File: src/rtl/dhr_pkg.sv
package dhr_pkg;

    // synchronised copy of the host control lines
    typedef struct packed {
        logic cs_n;
        logic rw;
        logic ld_n;
        logic clr_n;
    } ctl_t;

    localparam int CTL_W = $bits(ctl_t);

    // idle level of every control line: nothing selected, nothing strobed
    localparam logic [CTL_W-1:0] CTL_IDLE = {CTL_W{1'b1}};

endpackage

File: src/rtl/dhr_sync.sv
module dhr_sync #(
    parameter int              W       = 1,
    parameter int              STAGES  = 2,
    parameter logic [W-1:0]    RST_VAL = '0
) (
    input  logic         clk,
    input  logic         rst_n,
    input  logic [W-1:0] d_i,
    output logic [W-1:0] q_o
);

    logic [W-1:0] stage_q [STAGES];
    logic [W-1:0] stage_d [STAGES];

    always_comb begin
        stage_d[0] = d_i;
        for (int i = 1; i < STAGES; i++) begin
            stage_d[i] = stage_q[i-1];
        end
    end

    for (genvar g = 0; g < STAGES; g++) begin : g_stage
        always_ff @(posedge clk or negedge rst_n) begin
            if (!rst_n) begin
                stage_q[g] <= RST_VAL;
            end else begin
                stage_q[g] <= stage_d[g];
            end
        end
    end

    assign q_o = stage_q[STAGES-1];

endmodule

File: src/rtl/dhr_in_latch.sv
module dhr_in_latch #(
    parameter int W = 16
) (
    input  logic         clk,
    input  logic         rst_n,
    input  logic         cs_n_s,
    input  logic         rw_s,
    input  logic [W-1:0] data_s,
    output logic [W-1:0] word_o,
    output logic         oe_o
);

    typedef struct packed {
        logic         wr_act;   // write strobe seen active last cycle
        logic         oe;       // readback drive enable
        logic [W-1:0] hold;     // last bus value during the strobe
        logic [W-1:0] word;     // staging register
    } st_t;

    st_t  st_q, st_d;
    logic wr_now;

    always_comb begin
        st_d   = st_q;
        wr_now = !cs_n_s && !rw_s;

        st_d.wr_act = wr_now;
        if (wr_now) begin
            st_d.hold = data_s;
        end
        // strobe just ended: commit what was on the bus while it was active
        if (st_q.wr_act && !wr_now) begin
            st_d.word = st_q.hold;
        end
        st_d.oe = !cs_n_s && rw_s;
    end

    always_ff @(posedge clk or negedge rst_n) begin
        if (!rst_n) begin
            st_q <= '0;
        end else begin
            st_q <= st_d;
        end
    end

    assign word_o = st_q.word;
    assign oe_o   = st_q.oe;

endmodule

File: src/rtl/dhr_out_latch.sv
module dhr_out_latch #(
    parameter int W = 16
) (
    input  logic         clk,
    input  logic         rst_n,
    input  logic         ld_n_s,
    input  logic         clr_n_s,
    input  logic         rw_s,
    input  logic [W-1:0] word_i,
    output logic [W-1:0] code_o
);

    localparam logic [W-1:0] ZERO_CODE = '0;
    localparam logic [W-1:0] MID_CODE  = {1'b1, {(W-1){1'b0}}};

    logic [W-1:0] code_q, code_d;

    always_comb begin
        code_d = code_q;
        if (!clr_n_s) begin
            code_d = rw_s ? MID_CODE : ZERO_CODE;
        end else if (!ld_n_s) begin
            code_d = word_i;
        end
    end

    always_ff @(posedge clk or negedge rst_n) begin
        if (!rst_n) begin
            code_q <= ZERO_CODE;
        end else begin
            code_q <= code_d;
        end
    end

    assign code_o = code_q;

endmodule

File: src/rtl/dac_host_regs.sv
module dac_host_regs #(
    parameter int DATA_W      = 16,
    parameter int SYNC_STAGES = 2
) (
    input  logic              clk,
    input  logic              rst_n,
    input  logic              cs_n_i,
    input  logic              rw_i,
    input  logic              ld_n_i,
    input  logic              clr_n_i,
    input  logic [DATA_W-1:0] bus_in_i,
    output logic [DATA_W-1:0] bus_out_o,
    output logic              bus_oe_o,
    output logic [DATA_W-1:0] code_o
);
    import dhr_pkg::*;

    ctl_t              ctl_raw, ctl_s;
    logic [CTL_W-1:0]  ctl_bits_s;
    logic [DATA_W-1:0] data_s;
    logic [DATA_W-1:0] word;
    logic              oe;

    assign ctl_raw = '{cs_n: cs_n_i, rw: rw_i, ld_n: ld_n_i, clr_n: clr_n_i};

    dhr_sync #(.W(CTL_W), .STAGES(SYNC_STAGES), .RST_VAL(CTL_IDLE)) u_ctl_sync (
        .clk   (clk),
        .rst_n (rst_n),
        .d_i   (ctl_raw),
        .q_o   (ctl_bits_s)
    );
    assign ctl_s = ctl_t'(ctl_bits_s);

    // same depth as the controls so data and strobe stay aligned
    dhr_sync #(.W(DATA_W), .STAGES(SYNC_STAGES), .RST_VAL('0)) u_data_sync (
        .clk   (clk),
        .rst_n (rst_n),
        .d_i   (bus_in_i),
        .q_o   (data_s)
    );

    dhr_in_latch #(.W(DATA_W)) u_in (
        .clk    (clk),
        .rst_n  (rst_n),
        .cs_n_s (ctl_s.cs_n),
        .rw_s   (ctl_s.rw),
        .data_s (data_s),
        .word_o (word),
        .oe_o   (oe)
    );

    dhr_out_latch #(.W(DATA_W)) u_out (
        .clk     (clk),
        .rst_n   (rst_n),
        .ld_n_s  (ctl_s.ld_n),
        .clr_n_s (ctl_s.clr_n),
        .rw_s    (ctl_s.rw),
        .word_i  (word),
        .code_o  (code_o)
    );

    always_comb begin
        bus_oe_o  = oe;
        bus_out_o = oe ? word : '0;
    end

endmodule

File: config.mk
export PLATFORM = sky130hd
export DESIGN_NAME = dac_host_regs
export DESIGN_NICKNAME = d
export VERILOG_FILES = /design/src/rtl/dhr_pkg.sv /design/src/rtl/dhr_sync.sv /design/src/rtl/dhr_in_latch.sv /design/src/rtl/dhr_out_latch.sv /design/src/rtl/dac_host_regs.sv
export SDC_FILE = /design/constraint.sdc
export NUM_CORES = 1
export LEC_CHECK = 0
export ABC_AREA = 1
export BUFFER_PORTS_ARGS = -buffer_cell sky130_fd_sc_hd__buf_4
export CAP_MARGIN = 20
export CORE_ASPECT_RATIO = 1.5
export CORE_UTILIZATION = 49
export CTS_CLUSTER_DIAMETER = 150
export DETAILED_ROUTE_END_ITERATION = 6
export HOLD_SLACK_MARGIN = 0.05
export PLACE_DENSITY_LB_ADDON = 0.25
export SLEW_MARGIN = 5
export SYNTH_ARGS = -nofsm -noshare
export SYNTH_HDL_FRONTEND = slang
export SYNTH_SLANG_ARGS = --single-unit
File: constraint.sdc
create_clock -name clk -period 1.14 [get_ports clk]
set_input_delay 0.057 -clock clk [delete_from_list [all_inputs] [get_ports clk]]
set_output_delay 0.057 -clock clk [all_outputs]
set_load 0.02 [all_outputs]
# [Word level (Yosys, flattened, before mapping)]
# Cells that the tools add are included.
[word_totals] regBits=90 elab_cells=20
[op_classes] n_reduce_logical=6 n_mux=4 eq_ne=1
[ops] op="$mux 16" n=4
[ops] op="$logic_and 1x1->1" n=3
[ops] op="$logic_not 1->1" n=3
[ops] op="$ne 2x2->1 const B" n=1

# [Longest topological paths before layout]
# Gate-level depths: netlist (run 1).
[depth] word_depth=4 mapped_depth=6 depth_no_buf=5

# [Hierarchy]
# A second synthesis (run 1) with hierarchy kept.
[hier_totals] hier_cells=305 area_unflattened_um2=3256.9
[by_module_without_submodules] mod="dhr_in_latch" cells_each=159 instances=1 area_each_um2=1445.1
[by_module_without_submodules] mod="dhr_sync (u_data_sync)" cells_each=32 instances=1 area_each_um2=800.8
[by_module_without_submodules] mod="dhr_out_latch" cells_each=72 instances=1 area_each_um2=636.9
[by_module_without_submodules] mod="dhr_sync (u_ctl_sync)" cells_each=8 instances=1 area_each_um2=210.2
[by_module_without_submodules] mod="dac_host_regs" cells_each=34 instances=1 area_each_um2=163.9

# [Least setup slack after synthesis (run 1)]
# Ideal clock, no wire load.
[synth_timing] path_type="reg-to-output" startpoint="register u_in.st_q (netlist bit u_in.oe_o)" endpoint="output port bus_out_o[6]" n_path_buf=2 path_stages_with_launch=5 path_slack_ps=20 arrival_time_ps=1063 required_ps=1083 cell_sequence="dfrtp_1 clkbuf_1 buf_2 nand2_1 inv_1"
[synth_between] elab_chain_len=1
[synth_lines] element="start, declared" line_no="dhr_in_latch.sv:20" text="st_t st_q, st_d;"
[synth_lines] element="start signal, assigned" line_no="dhr_in_latch.sv:42" text="st_q <= st_d;"
[synth_lines] element="$mux 16" line_no="dac_host_regs.sv:64" text="bus_out_o = oe ? word : '0;"
[synth_lines] element="end, declared" line_no="dac_host_regs.sv:12" text="output logic [DATA_W-1:0] bus_out_o,"
# Every way passes these cells.

# [Worst setup path in the final report (run 1)]
[layout_timing] startpoint="register u_in.st_q (netlist bit u_in.oe_o)" endpoint="output port bus_out_o[13]"
# The elaborated chain is that of the path after synthesis.

==> results of run 1 <==
[critical path, stage by stage (launching register included)]
cell and delay (ns):
dfrtp_2 0.43, buf_12 0.15, nand2_1 0.06, inv_1 0.04, buf_4 0.14
[through the flow]
stage	area [um^2]	hold WS [ns]	setup slack, ns	instances
after global routing	4330	0.242	-0.155	458
after global placement	3600	0.0570	0.0173	411
final	4330	0.229	-0.104	458
after floorplan	3110	-0.239	0.0201	288
after CTS	4120	0.216	-0.125	451
after detailed placement	3600	0.0613	-0.0133	411
[sequential cells by signal, summed over array words and instances (netlist names)]
signal and cells:
u_data_sync.stage_d 16, u_in.word_o 16, u_out.code_o 16, u_data_sync.q_o 16
u_ctl_sync.q_o 4, u_in.st_q 17, u_in.oe_o 1, u_ctl_sync.stage_d 4
[worst max path at each step]
stage	to	slack (ns)	startpoint
detailed placement	u_in.st_q[25]	-0.01	u_ctl_sync.q_o[3]
floorplan	bus_out_o[6]	0.02	u_in.oe_o
global route	bus_out_o[13]	-0.15	u_in.oe_o
global placement	u_in.st_q[16]	0.02	u_ctl_sync.q_o[3]
finish	bus_out_o[13]	-0.10	u_in.oe_o
CTS	bus_out_o[5]	-0.13	u_in.oe_o
[kinds of logic (layout without fill, tap and decap cells)]
logic type      Yosys count  after routing  share of synthesized area
simple gates            165            167                      0.214
compound gates            1              1                    0.00523
buf+inv                  32            126                     0.0531
flops                    90             90                      0.728
[metal layers]
layer  GRT usage  wire (um)  vias to the layer above  share of wire
li1            -          -                     1050              -
met1       0.195       2130                      986           0.42
met2       0.291       2670                       51           0.52
met3      0.0516        206                       11          0.040
met4      0.0949        112                        0          0.022
met5           0          0                        -              0
[synth_stat cells, drive strengths merged]
| library cell | number | area [um^2] |
|---|---|---|
| nand2 | 146 | 564 |
| dfrtp | 82 | 2050 |
| inv | 21 | 81.3 |
| nand3 | 17 | 85.1 |
| buf | 10 | 80.1 |
| dfstp | 8 | 210 |
| nor2 | 2 | 15.0 |
| clkbuf | 1 | 3.75 |
| o21ai | 1 | 16.3 |
[power groups by stage]
| stage | clock (mW) | sequential [mW] | combinational [mW] |
|---|---|---|---|
| 3_3_place_gp | 0 | 3.72 | 0.677 |
| 2_1_floorplan | 0 | 3.75 | 0.340 |
| 6_report | 2.27 | 3.70 | 0.910 |
| 5_1_grt | 2.46 | 3.75 | 1.01 |
| 3_5_place_dp | 0 | 3.74 | 0.699 |
| 4_1_cts | 2.33 | 3.67 | 0.807 |
[layout make-up]
type                       instances  area (um^2)
clock buffer                      12          135
clock inverter                     4         76.3
fill                             434         1800
inverter                          21         86.3
multi-input combinational        168          801
sequential                        90         2260
tap                               74         92.6
timing repair buffer              89          877
[timing repair]
| action | 4_1_cts | 5_1_grt |
|---|---|---|
| pin swaps | 1 | 5 |
| endpoints found under the setup margin | 32 | 62 |
| buffers inserted | 2 | 5 |
| gates resized for setup | 17 | 38 |
| cloned | 1 | 2 |
| hold buffers | 21 | 0 |
| endpoints found under the hold margin | 110 | 0 |
==> results.sh, run 1 <==
export IMPL_slew_violations=0
export IMPL_clk_pin_slew_ns=0.09
export IMPL_drt_wl_total_mm=5.11
export IMPL_grt_pass1_vias=2077
export IMPL_seq_power_share=0.538
export IMPL_synth_seq_cells=90
export IMPL_p_sw_frac=0.247
export IMPL_synth_distinct_cells=15
export IMPL_reg2reg_to="u_in.word_o[3]"
export IMPL_final_common_cell="nand2_1"
export IMPL_cts_root_buf="clkbuf_8"
export IMPL_seq_area_frac_synth=0.728
export IMPL_viasPerCell=4.58
export IMPL_dp_hpwl_mm=3.06
export IMPL_drive_gt1_frac=0.328
export IMPL_status="finished, violations left"
export IMPL_cp_arrival_ns=1.19
export IMPL_synth_area_um2=3110
export IMPL_cts_sinks=90
export IMPL_fin_nets=401
export IMPL_antenna_cells=0
export IMPL_drc=0
export IMPL_portBuffers=54
export IMPL_reg2reg_depth=5
export IMPL_num_rows=35
export IMPL_cts_max_path_buffers=2
export IMPL_htreeDepth=3
export IMPL_finalCritPeriodShare=1.09
export IMPL_dr_pass1_iters=4
export IMPL_numCtsBuffers=9
export IMPL_critPathKind="reg2out"
export IMPL_coreArea_um2=6130
export IMPL_reg2reg_from="u_ctl_sync.q_o[2]"
export IMPL_p_leak_nw=2.32
export IMPL_cap_violations=0
export IMPL_clkLatencyLatePin_ns=0.36
export IMPL_critPathRequiredTime_ns=1.08
export IMPL_ios=55
export IMPL_post_route_util=0.707
export IMPL_avgSynthCellArea_um2=10.8
export IMPL_power_frac_comb=0.132
export IMPL_slew_headroom=0.836
export IMPL_critPathMaxFanout=16
export IMPL_die_x_um=67.0
export IMPL_cts_tree="done"
export IMPL_rsz0062_at_grt="yes"
export IMPL_postSynthCellCount=288
export IMPL_p_int_mw=5.18
export IMPL_failed_checks="negative setup slack"
export IMPL_worstSetupStartpointType="flop"
export IMPL_switchingPower_mw=1.70
export IMPL_reg2reg_setup_slack_ns=-0.01
export IMPL_setup_tns_final_ns=-1.40
export IMPL_route_detailed_wl_per_inst_um=11.2
export IMPL_setup_slack_ns=-0.104
export IMPL_final_antenna_net_count=0
export IMPL_grt_overflow_total=0
export IMPL_die_h_um=99.5
export IMPL_hold_path_class="in2async"
export IMPL_p_per_area_nw_per_um2=1590
export IMPL_grtUsageTotal=0.175
export IMPL_place_congestion=0.747
export IMPL_vias=2098
export IMPL_grt_pass1_wl_mm=8.61
export IMPL_fin_skew_ns=0.0121
export IMPL_hold_viol=0
export IMPL_ys_warn_count=0
export IMPL_fmax_mhz=804
export IMPL_setup_viol=18
export IMPL_final_cell_mix="nand2_1, dfrtp_1, buf_4"
export IMPL_clock_power_share=0.329
export IMPL_ir_worst_vdd_uv=1090
export IMPL_dr_first_iter_drc_count=87
export IMPL_synth_fp_nets=310
export IMPL_grt_max_degree=49
export IMPL_tightest_slew_ns=0.246
export IMPL_area_growth_pct=39.4
export IMPL_cp_end_kind="output port"
export IMPL_grt_antenna_before_repair=0
export IMPL_finalPower_mw=6.88
export IMPL_fin_crit_ns=1.24
export IMPL_start_util=0.507
export IMPL_die_area_um2=6670
Power figures use the tool's default switching activity.
==> run 2, diff against run 1 <==
Settings changed: SETUP_SLACK_MARGIN from default to 0.2, SLEW_MARGIN 5 to 25.
==> run 2 against run 1 <==
Net effect:
- the flow still finishes with violations (negative setup slack)
- clock-buffer cell count is the same
- largest cell class unchanged
- routed wire length grew 39%
- die area is the same
- maximum frequency shrank 0.21%
- sequential share of layout area shrank 6.8 points
- clock skew grew 0.0022 ns
- worst hold slack lost 0.052 ns
- first-iteration DRC count shrank 18%
- sequential power grew 2%
- via count grew 11%
- global-route usage grew 4.3 points
- register-to-register slack lost 0.07 ns
==> results.sh, run 2 (synthesized netlist as in run 1, its figures left out) <==
export IMPL_status="finished, violations left"
export IMPL_failed_checks="negative setup slack"
export IMPL_final_common_cell="nand2_1"
export IMPL_ir_worst_vdd_uv=1460
export IMPL_coreArea_um2=6130
export IMPL_dp_hpwl_mm=3.43
export IMPL_critPathMaxFanout=14
export IMPL_post_route_util=0.811
export IMPL_critPathKind="reg2out"
export IMPL_rsz0062_at_grt="yes"
export IMPL_start_util=0.507
export IMPL_grt_antenna_before_repair=0
export IMPL_grt_overflow_total=0
export IMPL_seq_power_share=0.534
export IMPL_hold_viol=0
export IMPL_fin_crit_ns=1.25
export IMPL_dr_pass1_iters=4
export IMPL_ios=55
export IMPL_route_detailed_wl_per_inst_um=14.4
export IMPL_cp_startpoint="u_in.oe_o"
export IMPL_clkLatencyLatePin_ns=0.36
export IMPL_use_met3=0.0447
export IMPL_largest_register="u_in.st_q"
export IMPL_switchingPower_mw=1.90
export IMPL_portBuffers=54
export IMPL_final_antenna_net_count=0
export IMPL_grtUsageTotal=0.218
export IMPL_p_leak_nw=2.63
export IMPL_htreeDepth=3
export IMPL_cts_tree="done"
export IMPL_place_congestion=0.729
export IMPL_slew_violations=0
export IMPL_grt_pass1_wl_mm=10.3
export IMPL_numCtsBuffers=9
export IMPL_largest_register_ffs=17
export IMPL_cts_sinks=90
export IMPL_setup_viol=44
export IMPL_grt_max_degree=35
export IMPL_gr_max_usage_layer="met2"
export IMPL_endpoint="bus_out_o[12]"
export IMPL_critPathRequiredTime_ns=1.08
export IMPL_die_x_um=67.0
export IMPL_worstSetupStartpointType="flop"
export IMPL_fmax_mhz=802
export IMPL_power_frac_comb=0.169
export IMPL_antenna_cells=0
export IMPL_p_per_area_nw_per_um2=1430
export IMPL_grt_pass1_vias=2332
export IMPL_met1_usage=0.217
export IMPL_placed_area_um2=3680
export IMPL_viasPerCell=4.74
export IMPL_fin_skew_ns=0.0143
export IMPL_finalCritPeriodShare=1.09
export IMPL_drive_gt1_frac=0.525
export IMPL_hold_path_class="in2async"
export IMPL_vias=2327
export IMPL_tightest_slew_ns=0.385
export IMPL_cp_arrival_ns=1.19
export IMPL_drc=0
export IMPL_use_met2=0.388
export IMPL_p_sw_frac=0.268
export IMPL_postLayoutCellArea_um2=4970
export IMPL_num_rows=35
export IMPL_cap_violations=0
export IMPL_reg2reg_to="u_in.word_o[14]"
export IMPL_die_area_um2=6670
export IMPL_p_int_mw=5.19
export IMPL_die_h_um=99.5
export IMPL_cts_max_path_buffers=2
export IMPL_dr_first_iter_drc_count=71
export IMPL_slew_headroom=0.743
export IMPL_reg2reg_depth=7
export IMPL_final_cell_mix="nand2_1, dfrtp_1, buf_4"
export IMPL_drt_wl_total_mm=7.08
export IMPL_area_growth_pct=60.1
export IMPL_setup_slack_ns=-0.106
export IMPL_cp_end_kind="output port"
export IMPL_clock_power_share=0.297
export IMPL_clk_pin_slew_ns=0.09
export IMPL_fin_nets=434
export IMPL_reg2reg_setup_slack_ns=-0.08
export IMPL_cts_root_buf="clkbuf_8"
export IMPL_reg2reg_from="u_ctl_sync.q_o[3]"
==> run 2: cell count changes in the layout (fill, tap and decap cells not counted), moves of 6 or more <==
| cell | before | now |
|---|---|---|
| buf_4 | 44 | 56 |
| nand2_1 | 120 | 87 |
| nand2_4 | 9 | 15 |
| nand2_2 | 18 | 43 |
| inv_2 | 4 | 10 |
| nand3_1 | 17 | 0 |
| buf_6 | 17 | 31 |
| nand3_2 | 0 | 14 |
| inv_1 | 15 | 7 |
==> run 2: metrics by stage <==
| stage | setup slack, ns | hold WS [ns] | setup TNS, ns | total power, mW | instances |
|---|---|---|---|---|---|
| 6_report | -0.106 | 0.178 | -2.75 | 7.09 | 491 |
| 5_1_grt | -0.147 | 0.203 | -5.07 | 7.41 | 491 |
| 4_1_cts | -0.105 | 0.163 | -2.27 | 6.90 | 481 |
| 3_5_place_dp | 0.0140 | -0.000418 | 0 | 4.47 | 414 |
| 3_3_place_gp | 0.0565 | -0.00725 | 0 | 4.43 | 414 |
| 2_1_floorplan | 0.0687 | -0.239 | 0 | 4.13 | 288 |
==> run 2: worst min-delay path by stage <==
| stage | from | endpoint | slack [ns] | depth (start not counted) |
|---|---|---|---|---|
| detailed placement | rst_n | u_out.code_o[13] | -0.0004 | 1 |
| global placement | rst_n | u_out.code_o[14] | -0.007 | 1 |
| floorplan | rst_n | u_data_sync.q_o[0] | -0.24 | 0 |
| finish | rst_n | u_out.code_o[13] | 0.18 | 2 |
| CTS | rst_n | u_out.code_o[13] | 0.16 | 2 |
| global route | rst_n | u_out.code_o[11] | 0.20 | 2 |
==> run 2: critical path, cell delays in order (launching register included) <==
cell and delay [ns]:
dfrtp_2 0.43, buf_12 0.15, nand2_2 0.07, inv_2 0.04, buf_4 0.14
==> run 2: what timing repair did <==
item / in CTS / in global routing
endpoints found under the setup margin: 82 / 83
pin swaps: 10 / 26
hold buffers: 21 / 0
hold endpoints to repair: 104 / 0
gates cloned: 5 / 1
buffers inserted: 25 / 9
gates resized for setup: 64 / 62
==> run 2: per-layer routing <==
metal  share of wire  up-vias
met5               0        -
met1            0.36     1122
met2            0.58       70
li1                -     1113
met4           0.036        0
met3           0.024       22
==> run 2: area by class of cell <==
class	count	area, um^2
Clock buffer	12	145
Clock inverter	4	48.8
Fill cell	335	1160
Inverter	21	104
Multi-Input combinational cell	168	1060
Sequential cell	90	2260
Tap cell	74	92.6
Timing Repair Buffer	121	1260
Timing Repair inverter	1	7.51
==> run 2: power by group through the flow <==
stage	registers, mW	logic [mW]	clock network (mW)
3_3_place_gp	3.73	0.698	0
4_1_cts	3.71	1.05	2.15
6_report	3.79	1.20	2.10
5_1_grt	3.82	1.29	2.30
2_1_floorplan	3.76	0.370	0
3_5_place_dp	3.75	0.724	0
